[src/rtl/pwm_gen_pkg.sv]
package pwm_gen_pkg;
  typedef enum logic {
    UPD_IMMEDIATE = 1'b0,
    UPD_SYNCED    = 1'b1
  } upd_mode_e;

  localparam int NUM_PWM = 2;
endpackage

[src/rtl/pwm_shadow.sv]
module pwm_shadow
  import pwm_gen_pkg::*;
#(
  parameter int W = 16
) (
  input  logic         clk_i,
  input  logic         rst_ni,
  input  logic         we_i,
  input  logic [W-1:0] wdata_i,
  input  upd_mode_e    mode_i,
  input  logic         strobe_i,
  input  logic         zero_evt_i,
  output logic [W-1:0] shadow_o,
  output logic [W-1:0] active_o,
  output logic [W-1:0] pick_o
);
  logic         pend_q, arm_q, go, apply;
  logic [W-1:0] sh_q, act_q;

  assign go       = pend_q && (mode_i == UPD_IMMEDIATE || arm_q);
  assign apply    = go && zero_evt_i;
  assign shadow_o = sh_q;
  assign active_o = act_q;
  assign pick_o   = go ? sh_q : act_q;

  always_ff @(posedge clk_i or negedge rst_ni) begin
    if (!rst_ni) begin
      sh_q   <= '0;
      act_q  <= '0;
      pend_q <= 1'b0;
      arm_q  <= 1'b0;
    end else begin
      if (we_i) sh_q <= wdata_i;
      if (apply) act_q <= sh_q;
      if (we_i) pend_q <= 1'b1;
      else if (apply) pend_q <= 1'b0;
      if (apply) arm_q <= 1'b0;
      else if (strobe_i && pend_q) arm_q <= 1'b1;
    end
  end


  act_hold_chk: assert property (@(posedge clk_i) disable iff (!rst_ni)
    !zero_evt_i |=> $stable(active_o));


  sync_hold_chk: assert property (@(posedge clk_i) disable iff (!rst_ni)
    (mode_i == UPD_SYNCED && !arm_q && !strobe_i) |=> $stable(active_o));
endmodule

[src/rtl/pwm_dcounter.sv]
module pwm_dcounter #(
  parameter int W = 16
) (
  input  logic         clk_i,
  input  logic         rst_ni,
  input  logic         run_i,
  input  logic         stall_i,
  input  logic         stall_stop_i,
  input  logic         clr_i,
  input  logic [W-1:0] reload_i,
  output logic [W-1:0] cnt_o,
  output logic         zero_evt_o
);
  logic [W-1:0] cnt_q;
  logic         at_zero, parked, tick;

  assign at_zero    = (cnt_q == '0);
  assign parked     = stall_i && stall_stop_i && at_zero;
  assign tick       = run_i && !clr_i && !parked;
  assign zero_evt_o = tick && at_zero;
  assign cnt_o      = cnt_q;

  always_ff @(posedge clk_i or negedge rst_ni) begin
    if (!rst_ni)       cnt_q <= '0;
    else if (clr_i)    cnt_q <= '0;
    else if (tick)     cnt_q <= at_zero ? reload_i : cnt_q - 1'b1;
  end


  clr_zero_chk: assert property (@(posedge clk_i) disable iff (!rst_ni)
    clr_i |=> cnt_o == '0);


  stall_park_chk: assert property (@(posedge clk_i) disable iff (!rst_ni)
    (stall_i && stall_stop_i && cnt_o == '0) |=> cnt_o == '0);


  halt_hold_chk: assert property (@(posedge clk_i) disable iff (!rst_ni)
    (!run_i && !clr_i) |=> $stable(cnt_o));
endmodule

[src/rtl/pwm_cmp_out.sv]
module pwm_cmp_out #(
  parameter int W = 16
) (
  input  logic [W-1:0] cnt_i,
  input  logic [W-1:0] thr_i,
  output logic         pwm_o
);
  // high from reload down to the threshold match
  assign pwm_o = (cnt_i > thr_i);
endmodule

[src/rtl/dcnt_pwm_gen.sv]
module dcnt_pwm_gen
  import pwm_gen_pkg::*;
#(
  parameter int CNT_W = 16
) (
  input  logic             clk_i,
  input  logic             rst_ni,
  input  logic             run_i,
  input  logic             load_sync_i,
  input  logic             cmp_sync_i,
  input  logic             stall_stop_i,
  input  logic             dbg_stall_i,
  input  logic             cnt_clr_i,
  input  logic             upd_strobe_i,
  input  logic             load_we_i,
  input  logic [CNT_W-1:0] load_wdata_i,
  input  logic             cmpa_we_i,
  input  logic [CNT_W-1:0] cmpa_wdata_i,
  input  logic             cmpb_we_i,
  input  logic [CNT_W-1:0] cmpb_wdata_i,
  output logic             pwm_a_o,
  output logic             pwm_b_o,
  output logic             zero_o,
  output logic             load_o
);
  localparam int CMP_W = NUM_PWM * CNT_W;

  logic [CNT_W-1:0] cnt, load_act, load_pick, load_sh;
  logic [CMP_W-1:0] cmp_act, cmp_pick, cmp_sh, cmp_wdata;
  logic [NUM_PWM-1:0] pwm_vec;
  logic zero_evt, load_q, cmp_we;

  pwm_shadow #(.W(CNT_W)) u_load_sh (
    .clk_i, .rst_ni,
    .we_i(load_we_i), .wdata_i(load_wdata_i),
    .mode_i(upd_mode_e'(load_sync_i)), .strobe_i(upd_strobe_i),
    .zero_evt_i(zero_evt),
    .shadow_o(load_sh), .active_o(load_act), .pick_o(load_pick)
  );

  // both thresholds share one pending flag; an unwritten half keeps its shadow
  assign cmp_we    = cmpa_we_i || cmpb_we_i;
  assign cmp_wdata = {cmpb_we_i ? cmpb_wdata_i : cmp_sh[CNT_W +: CNT_W],
                      cmpa_we_i ? cmpa_wdata_i : cmp_sh[0 +: CNT_W]};

  pwm_shadow #(.W(CMP_W)) u_cmp_sh (
    .clk_i, .rst_ni,
    .we_i(cmp_we), .wdata_i(cmp_wdata),
    .mode_i(upd_mode_e'(cmp_sync_i)), .strobe_i(upd_strobe_i),
    .zero_evt_i(zero_evt),
    .shadow_o(cmp_sh), .active_o(cmp_act), .pick_o(cmp_pick)
  );

  pwm_dcounter #(.W(CNT_W)) u_cnt (
    .clk_i, .rst_ni,
    .run_i, .stall_i(dbg_stall_i), .stall_stop_i,
    .clr_i(cnt_clr_i), .reload_i(load_pick),
    .cnt_o(cnt), .zero_evt_o(zero_evt)
  );

  for (genvar g = 0; g < NUM_PWM; g++) begin : g_cmp
    pwm_cmp_out #(.W(CNT_W)) u_out (
      .cnt_i(cnt), .thr_i(cmp_act[g*CNT_W +: CNT_W]), .pwm_o(pwm_vec[g])
    );
  end

  always_ff @(posedge clk_i or negedge rst_ni) begin
    if (!rst_ni) load_q <= 1'b0;
    else         load_q <= zero_evt;
  end

  assign pwm_a_o = pwm_vec[0];
  assign pwm_b_o = pwm_vec[1];
  assign zero_o  = zero_evt;
  assign load_o  = load_q;


  cnt_bound_chk: assert property (@(posedge clk_i) disable iff (!rst_ni)
    cnt <= load_act);


  zero_low_chk: assert property (@(posedge clk_i) disable iff (!rst_ni)
    (cnt == '0) |-> (!pwm_a_o && !pwm_b_o));


  reload_val_chk: assert property (@(posedge clk_i) disable iff (!rst_ni)
    load_o |-> (cnt == load_act));


  zero_then_load_chk: assert property (@(posedge clk_i) disable iff (!rst_ni)
    zero_o |=> load_o);


  cmp_take_chk: assert property (@(posedge clk_i) disable iff (!rst_ni)
    zero_o |=> cmp_act == $past(cmp_pick));
endmodule

[config.mk]
export PLATFORM = sky130hd
export DESIGN_NAME = dcnt_pwm_gen
export DESIGN_NICKNAME = d
export VERILOG_FILES = /design/src/rtl/pwm_gen_pkg.sv /design/src/rtl/pwm_shadow.sv /design/src/rtl/pwm_dcounter.sv /design/src/rtl/pwm_cmp_out.sv /design/src/rtl/dcnt_pwm_gen.sv
export SDC_FILE = /design/constraint.sdc
export NUM_CORES = 1
export LEC_CHECK = 0
export BUFFER_PORTS_ARGS = -buffer_cell sky130_fd_sc_hd__buf_2
export CORE_MARGIN = 2
export CORE_UTILIZATION = 30
export CTS_CLUSTER_DIAMETER = 200
export DETAILED_ROUTE_END_ITERATION = 6
export HOLD_SLACK_MARGIN = 0.06
export PLACE_DENSITY = 0.52
export RECOVER_POWER = 50
export SETUP_SLACK_MARGIN = 0.2
export SLEW_MARGIN = 20
export SYNTH_ARGS = -nofsm -noshare
export SYNTH_HDL_FRONTEND = slang
export SYNTH_SLANG_ARGS = --single-unit
export TNS_END_PERCENT = 100
[constraint.sdc]
create_clock -name clk_i -period 3.1 [get_ports clk_i]
set_input_delay 0.93 -clock clk_i [delete_from_list [all_inputs] [get_ports clk_i]]
set_output_delay 0.93 -clock clk_i [all_outputs]
set_load 0.02 [all_outputs]
==> results.cfg, run 1 <==
[outcome]
status = finished clean

[power_and_ir_drop]
p_comb_share_pct = 47.7
internal_power_mw = 5.30
swShare_pct = 37.5
cellPowerDensity_nw_per_um2 = 1100
power.clock.fraction_pct = 24.7
power.leakage_nw = 3.45
max-vdd-ir-drop_v = 0.000399
power.switching_mw = 3.19
seq_power_share_pct = 27.6

[cells_and_area]
drive_gt1_share_pct = 46.3
seq_area_um2 = 2940
final_cells = 878
fill_cells = 1893
area_delta_synth_final_pct = 29.3
num_antenna_cells = 0
multi_input_area_um2 = 3030
layout.nets = 694

[clock_network]
postCtsHoldBufs = 0
insertion_delay_ns = 0.42
cts_buffer_depth = 2
cts_sinks = 117
clock-root-buffer = clkbuf_16
h-tree-depth = 4
cts_made_buffers = 17
clkTransAtPathRegs_ns = 0.06
cts_tree = done

[critical_path]
worst_ep_arrival_time_ns = 2.15
cp_top_family = compound AO/OA/AOI/OAI gates
crit_type = reg -> out
crit_path_max_fanout = 3
worst_path_most_repeated_cell = buf_4
worst_setup_path_end_kind = primary output
cp.buffers_inverters = 2
worstPathRequired_ns = 2.17
path_cells = buf_4 -> ha_4 -> nor2b_1 -> o211ai_1 -> a21oi_1 -> o31ai_2 -> a21oi_2 -> buf_4
cp-start-kind = register
max_stage_delay_ns = 0.45
cp_slowest_cell = dfrtp_2

[logic_synthesis]
yosysWarnings = 0
ys_ff_latch = 117
synth_seq_area_share_pct = 49.2
syn-cell-area_um2 = 5950
synth_edf_count = 0
synth-main-ff-cell = dfrtp_1
syn_nets = 594
avgSynthCellArea_um2 = 11.9
yosys.cell_types.count = 50
synthCells = 500
synthArstFlopShare_pct = 100

[worst_hold_path]
holdCritPathClass = reg -> reg

[global_route]
grt_pass1_wl_um = 24100
antenna_found_initial = 0
grt-ovfl-total = 0
grt_pass1_vias = 4470
grt_use_total_pct = 15.4
grt_max_degree = 54

[sta]
final_hold_viol_count = 0
fin_crit_sh_pct = 99.2
skew_ns = 0.0133
setup_viol = 0
setup_slack_ns = 0.0241
post-route-min-period_ns = 3.08
worst_slew_pin_slew_ns = 1.27
rsz0062_at_grt = yes
clock.fmax_mhz = 325
slew_viol_final = 0
max_slew_margin_pct = 15.3

[placement]
dpl.hpwl_um = 11000
place_congestion = 0.871
dp_slack_ns = 0.231
dp.cells = 832
port_buffers = 63

[detailed_routing]
drc_errors = 0
via_count = 4202
final_antenna_net_count = 0
drt_iter0_drc = 185
wirelength_um = 14900
via_per_inst = 4.79
dr.pass1.iters = 4
drt-wirelength-per-cell_um = 17.0

[die]
ios = 64
std_cell_rows = 51
design.core.area_um2 = 19500
initial_core_util_pct = 30.6
die_w_um = 145
die_area_um2 = 21000
dieHeight_um = 145

[run]
cap_viol_max_count = 0
[cells in the final DEF (no fill, tap or decap), types with 3 or more instances in the layout]
cell / count
buf_4: 31
o21ai_0: 18
a21oi_1: 13
dfrtp_2: 6
nor3_1: 10
clkinvlp_4: 3
or2_2: 3
mux2_2: 103
ha_4: 12
nor4_1: 3
clkbuf_1: 5
buf_6: 4
ha_1: 22
buf_2: 58
or4_4: 3
bufinv_16: 4
nor2b_1: 6
a21o_1: 11
a21oi_2: 5
inv_1: 35
a22o_1: 7
clkbuf_16: 17
dfrtp_1: 111
mux2i_1: 11
inv_2: 3
nand2_1: 16
nand3_1: 4
a31o_2: 3
nor2_1: 23
nand4_1: 11
[flip-flops by register name, indices dropped and copies added (netlist names)]
| name | flops |
|---|---|
| u_load_sh.arm_q | 1 |
| load_o | 1 |
| u_cmp_sh.shadow_o | 32 |
| u_load_sh.shadow_o | 16 |
| u_load_sh.active_o | 16 |
| u_cmp_sh.active_o | 32 |
| u_cnt.cnt_o | 16 |
| u_cmp_sh.pend_q | 1 |
| u_load_sh.pend_q | 1 |
| u_cmp_sh.arm_q | 1 |
[routing by layer]
layer  global-route usage [%]  part of all wire (%)  vias to the layer above
li1                         -                     -                     2021
met1                     20.0                    47                     2065
met2                     24.7                    47                       93
met3                     3.59                   3.9                       23
met4                     6.59                   2.2                        0
met5                        0                     0                        -
[what timing repair did]
item                       4_1_cts  5_1_grt
setup buffers                   13        1
gates resized for setup         35        9
setup endpoints to repair        3        3
cloned                           0        0
pin swaps                       16        5
[area by class of cell]
cell class	count	share of cell area (%)
inverter	38	1.85
clock buffer	21	5.98
sequential	117	38.1
clock inverter	11	2.26
timing repair buffer	100	8.17
tap	265	4.31
multi-input combinational	326	39.3
[worst paths after layout]
check,slack (ns),from,end,cells past startpoint
worst min-delay path,0.50,u_load_sh.active_o[0],u_load_sh.active_o[0],1
max in group asynchronous,0.54,rst_ni,u_cmp_sh.active_o[14],2
worst min register to register,0.50,u_load_sh.active_o[0],u_load_sh.active_o[0],1
worst max register to register,0.45,u_cnt.cnt_o[9],u_cnt.cnt_o[4],6
worst max-delay path,0.02,u_cnt.cnt_o[1],pwm_b_o,8
min in group asynchronous,0.72,rst_ni,u_load_sh.pend_q,1
[cell families after synthesis]
kind of cell | count (synthesis) | synth area share [%]
DFF | 117 | 49.2
adders and majority gates | 34 | 7.14
muxes | 114 | 21.3
and+or+nand+nor | 98 | 9.20
AOI/OAI and AO/OA | 80 | 9.10
buffers and inverters | 57 | 4.06
[synth_stat cells (10+ instances only)]
cell type,number,area (um2)
nor2_1,24,90.1
a21o_1,11,82.6
nand4_1,11,68.8
a21oi_1,18,90.1
clkbuf_1,12,45.0
o21ai_0,18,90.1
nand2_1,16,60.1
mux2_2,103,1160
inv_1,38,143
dfrtp_1,117,2930
nor3_1,10,50.1
ha_1,34,425
mux2i_1,11,110
[power by group through the flow]
stage | combinational (mW) | clock [mW] | sequential, mW
floorplan | 2.54 | 0 | 2.26
global placement | 3.49 | 0 | 2.34
detailed placement | 3.53 | 0 | 2.36
CTS | 3.97 | 2.16 | 2.35
global route | 4.45 | 2.23 | 2.42
finish | 4.05 | 2.09 | 2.34
[metrics by stage]
stage	utilization [%]	total power [mW]	area [um2]	setup TNS (ns)	hold WS, ns
floorplan	-	4.80	5970	0	0.457
global placement	34.6	5.83	6730	0	0.476
detailed placement	34.6	5.89	6730	0	0.491
CTS	39.4	8.47	7670	-0.00994	0.508
global route	39.6	9.10	7700	-0.192	0.516
finish	39.6	8.49	7700	0	0.501
No activity file was read; power rests on OpenSTA's default activity.
==> inputs of run 2 (changes only) <==
--- a/config.mk
+++ b/config.mk
@@ -11,7 +11,7 @@
 export CTS_CLUSTER_DIAMETER = 200
 export DETAILED_ROUTE_END_ITERATION = 6
 export HOLD_SLACK_MARGIN = 0.06
-export PLACE_DENSITY = 0.52
+export PLACE_DENSITY = 0.54
 export RECOVER_POWER = 50
 export SETUP_SLACK_MARGIN = 0.2
 export SLEW_MARGIN = 20
==> constraint.sdc (replaced) <==
create_clock -name clk_i -period 2.8 [get_ports clk_i]
set_input_delay 0.84 -clock clk_i [delete_from_list [all_inputs] [get_ports clk_i]]
set_output_delay 0.84 -clock clk_i [all_outputs]
set_load 0.02 [all_outputs]
==> results.cfg, run 2 (synthesis gave the netlist of run 1 again) <==
[detailed_routing]
drt-met1-wl_um = 6880
wirelength_um = 15000
drt-wirelength-per-cell_um = 17.1
wl_met2_um = 7310
routed.top_layer = met4
via_per_inst = 4.85
final_antenna_net_count = 0
drt_iter0_drc = 278
via_count = 4254
wl_met3_um = 591
drc_errors = 0
dr.pass1.iters = 4

[sta]
final_hold_viol_count = 0
max_slew_margin_pct = 2.49
holdWs_ns = 0.498
skew_ns = 0.00799
clock.fmax_mhz = 333
fin_crit_sh_pct = 107
setup_viol = 3
setup_slack_ns = -0.205
worst_slew_pin_slew_ns = 1.46
rsz0062_at_grt = yes
post-route-min-period_ns = 3.01
slew_viol_final = 0

[power_and_ir_drop]
power.leakage_nw = 3.45
max-vdd-ir-drop_v = 0.000557
cellPowerDensity_nw_per_um2 = 1230

[critical_path]
worstPathRequired_ns = 1.96
crit_path_max_fanout = 5
cp-start-kind = register
worst_setup_path_end_kind = primary output
worst_ep_arrival_time_ns = 2.17
crit_type = reg -> out

[cells_and_area]
fill_cells = 1917
multi_input_area_um2 = 2960
final_common_cell = dfrtp_1
drive_gt1_share_pct = 45.7
final_cells = 878
layout.nets = 694
area_delta_synth_final_pct = 28.2
seq_area_um2 = 2940
num_antenna_cells = 0
final_cell_mix = dfrtp_1, mux2_2, buf_2

[clock_network]
cts_buffer_depth = 2
clock-root-buffer = clkbuf_16
cts_tree = done
h-tree-depth = 4
clkTransAtPathRegs_ns = 0.05
insertion_delay_ns = 0.42
cts_sinks = 117
cts_made_buffers = 17
postCtsHoldBufs = 0

[placement]
place_congestion = 0.883
port_buffers = 63
dpl.hpwl_um = 11100
dp.cells = 839

[die]
initial_core_util_pct = 30.6
die_area_um2 = 21000
die_w_um = 145
ios = 64
design.core.area_um2 = 19500
std_cell_rows = 51
dieHeight_um = 145

[global_route]
grt_pass1_vias = 4438
grt_use_total_pct = 15.3
grt-ovfl-total = 0
grt_pass1_wl_um = 24100
antenna_found_initial = 0
grt_max_degree = 74

[outcome]
violations = negative setup slack
status = finished, violations left

[worst_hold_path]
holdCritPathClass = reg -> reg

[run]
cap_viol_max_count = 0
## run 2: cell count changes in the layout (fill, tap and decap cells not counted), moves of 2 or more
cell / before / now
ha_1: 22 / 26
clkinv_2: 1 / 3
clkbuf_1: 5 / 2
ha_4: 12 / 8
## run 2: layout make-up
cell class                 instances  share of cell area, %
multi-input combinational        326                   38.8
sequential                       117                   38.5
timing repair buffer             100                   8.51
clock buffer                      20                   5.98
tap                              265                   4.34
clock inverter                    12                   2.00
inverter                          38                   1.87
## run 2: repair_timing
item | CTS | global route
endpoints found under the setup margin | 3 | 6
resized for setup | 26 | 7
pin swaps | 19 | 10
setup buffers | 6 | 1
## run 2: path summary, 6_finish.rpt
kind | startpoint | to | slack (ns) | cells after the start
max in group asynchronous | rst_ni | u_cnt.cnt_o[5] | 0.36 | 2
min reg2reg | u_cmp_sh.arm_q | u_cmp_sh.arm_q | 0.50 | 2
min in group asynchronous | rst_ni | u_load_sh.shadow_o[14] | 0.76 | 1
max reg2reg | u_cnt.cnt_o[10] | u_cnt.cnt_o[4] | 0.27 | 6
max | u_cnt.cnt_o[10] | zero_o | -0.21 | 4
min | u_cmp_sh.arm_q | u_cmp_sh.arm_q | 0.50 | 2
## run 2: routing by layer
layer  global-route usage, %  vias to the layer above
met4                    5.47                        0
met2                    25.5                       83
li1                        -                     2015
met1                    19.5                     2142
met3                    3.59                       14
met5                       0                        -
## run 2: per-stage QoR
| stage | utilization (%) | power, mW | area (um2) | setup TNS (ns) | worst slack, ns |
|---|---|---|---|---|---|
| 6_report | 39.2 | 9.35 | 7630 | -0.457 | -0.205 |
| 5_1_grt | 39.2 | 10.0 | 7630 | -1.29 | -0.290 |
| 4_1_cts | 39.0 | 9.34 | 7600 | -0.521 | -0.254 |
| 3_5_place_dp | 34.9 | 6.73 | 6800 | 0 | 0.137 |
| 3_3_place_gp | 34.9 | 6.67 | 6800 | 0 | 0.139 |
| 2_1_floorplan | - | 5.41 | 5990 | 0 | 0.175 |
## run 2: critical path, cell delays in order, from the launching register on
cell     delay, ns
dfrtp_1       0.37
or4_4         0.54
or3_4         0.39
nor4_4        0.26
buf_4         0.19
## run 2: power by group
| group | internal (mW) | switching [mW] |
|---|---|---|
| clock | 1.44 | 0.791 |
| sequential | 2.22 | 0.344 |
| combinational | 2.15 | 2.41 |
| total | 5.81 | 3.54 |
==> inputs of run 3 (changes only) <==
==> constraint.sdc (replaced) <==
create_clock -name clk_i -period 2.7 [get_ports clk_i]
set_input_delay 0.81 -clock clk_i [delete_from_list [all_inputs] [get_ports clk_i]]
set_output_delay 0.81 -clock clk_i [all_outputs]
set_load 0.02 [all_outputs]
==> results.cfg, run 3 (synthesis gave the netlist of run 1 again) <==
[outcome]
status = finished, violations left
violations = max-capacitance violations, max-slew violations, negative setup slack

[clock_network]
postCtsHoldBufs = 0
insertion_delay_ns = 0.41
clock-root-buffer = clkbuf_16
cts_made_buffers = 17
cts_buffer_depth = 2
cts_sinks = 117
clkTransAtPathRegs_ns = 0.05
h-tree-depth = 4
cts_tree = done

[die]
die_area_um2 = 21000
std_cell_rows = 51
dieHeight_um = 145
die_w_um = 145
ios = 64
design.core.area_um2 = 19500
initial_core_util_pct = 30.6

[power_and_ir_drop]
swShare_pct = 36.7
p_total_mw = 10.3
power.leakage_nw = 3.62
internal_power_mw = 6.49
cellPowerDensity_nw_per_um2 = 1290
max-vdd-ir-drop_v = 0.000489
seq_power_share_pct = 26.2
power.switching_mw = 3.76
p_comb_share_pct = 50.9
power.clock.fraction_pct = 22.9

[global_route]
grt_max_degree = 48
grt_use_total_pct = 15.3
grt_pass1_wl_um = 23900
grt-ovfl-total = 0
grt_pass1_vias = 4437
antenna_found_initial = 0

[sta]
fin_crit_sh_pct = 110
clock.fmax_mhz = 336
worst_slew_pin_slew_ns = 1.81
skew_ns = 0.00618
final_hold_viol_count = 0
post-route-min-period_ns = 2.98
slew_viol_final = 35
rsz0062_at_grt = yes
max_slew_margin_pct = -20.9
setup_slack_ns = -0.277
final.setup.tns_ns = -0.668
setup_viol = 3
holdWs_ns = 0.493

[detailed_routing]
wirelength_um = 15700
drt-wirelength-per-cell_um = 17.6
via_per_inst = 4.81
drc_errors = 0
via_count = 4298
drt_iter0_drc = 252
final_antenna_net_count = 0
dr.pass1.iters = 4

[critical_path]
endpoint = zero_o
max_stage_delay_ns = 0.56
cp-start-kind = register
cp_top_family = simple AND/OR/NAND/NOR gates
worst_setup_path_end_kind = primary output
worst_ep_arrival_time_ns = 2.17
cp_num_cells = 4
reg2reg_to = u_cnt.cnt_o[4]
rr_startpoint = u_cnt.cnt_o[10]
worstPathRequired_ns = 1.89
cp_slowest_cell = or4_4
crit_path_max_fanout = 2
cp.buffers_inverters = 1
reg2regPathDepth = 7
crit_type = reg -> out
path_cells = or4_4 -> or3_4 -> nor4_4 -> buf_4
critPathLaunch = u_cnt.cnt_o[10]
r2r_slack_ns = 0.13

[worst_hold_path]
holdCritPathClass = reg -> reg

[cells_and_area]
num_antenna_cells = 0
layout.nets = 710
postLayoutCellArea_um2 = 7950
drive_gt1_share_pct = 47.5
final_cell_mix = dfrtp_1, mux2_2, buf_2
final_common_cell = dfrtp_1
area_delta_synth_final_pct = 33.5
final_cells = 894

[placement]
dpl.hpwl_um = 11200
dp.cells = 843
place_congestion = 0.872
port_buffers = 63
place_area_um2 = 6840

[run]
cap_viol_max_count = 1
run 3: per-layer routing:
| layer | up-vias | part of all wire (%) | GRT usage [%] | routed length [um] |
|---|---|---|---|---|
| met2 | 102 | 48 | 25.0 | 7610 |
| li1 | 2051 | - | - | - |
| met3 | 18 | 4.2 | 4.38 | 666 |
| met5 | - | 0 | 0 | 0 |
| met4 | 0 | 2.0 | 5.67 | 320 |
| met1 | 2127 | 45 | 19.3 | 7140 |
run 3: layout make-up:
cell class	instances	area, um2
clock inverter	8	120
inverter	38	143
tap	265	332
sequential	117	2940
clock buffer	24	502
fill	1843	11500
timing repair buffer	116	856
multi-input combinational	326	3060
run 3: worst min-delay path by stage:
stage,start,endpoint,cells after the start
2_1_floorplan,u_cmp_sh.arm_q,u_cmp_sh.arm_q,2
3_3_place_gp,u_cmp_sh.arm_q,u_cmp_sh.arm_q,2
3_5_place_dp,u_cmp_sh.arm_q,u_cmp_sh.arm_q,2
4_1_cts,rst_ni,u_load_sh.active_o[6],1
5_1_grt,u_load_sh.active_o[13],u_load_sh.active_o[13],1
6_report,u_cmp_sh.arm_q,u_cmp_sh.arm_q,2
run 3: power groups by stage:
stage          registers (mW)  clock network [mW]  logic, mW
2_1_floorplan            2.60                   0       3.01
3_3_place_gp             2.68                   0       4.28
3_5_place_dp             2.71                   0       4.32
4_1_cts                  2.70                2.41       4.65
5_1_grt                  2.75                2.49       5.74
6_report                 2.68                2.35       5.22
run 3: stage by stage:
stage               worst slack (ns)  utilization (%)
floorplan                      0.105                -
global placement              0.0742             35.2
detailed placement            0.0876             35.2
CTS                           -0.320             39.4
global route                  -0.375             40.9
finish                        -0.277             40.9
run 3: timing repair:
item | CTS | global route
resized for setup | 24 | 40
endpoints found under the setup margin | 32 | 41
hold endpoints to repair | 0 | 0
cloned | 0 | 4
buffers inserted | 5 | 10
pin swaps | 15 | 15
run 3: worst min-delay path, delay by kind of cell, from the launching register on:
kind / cells / cell delay [ns]
flip-flops: 1 / 0.34
AND/OR/NAND/NOR: 1 / 0.07
AO/OA/AOI/OAI: 1 / 0.04
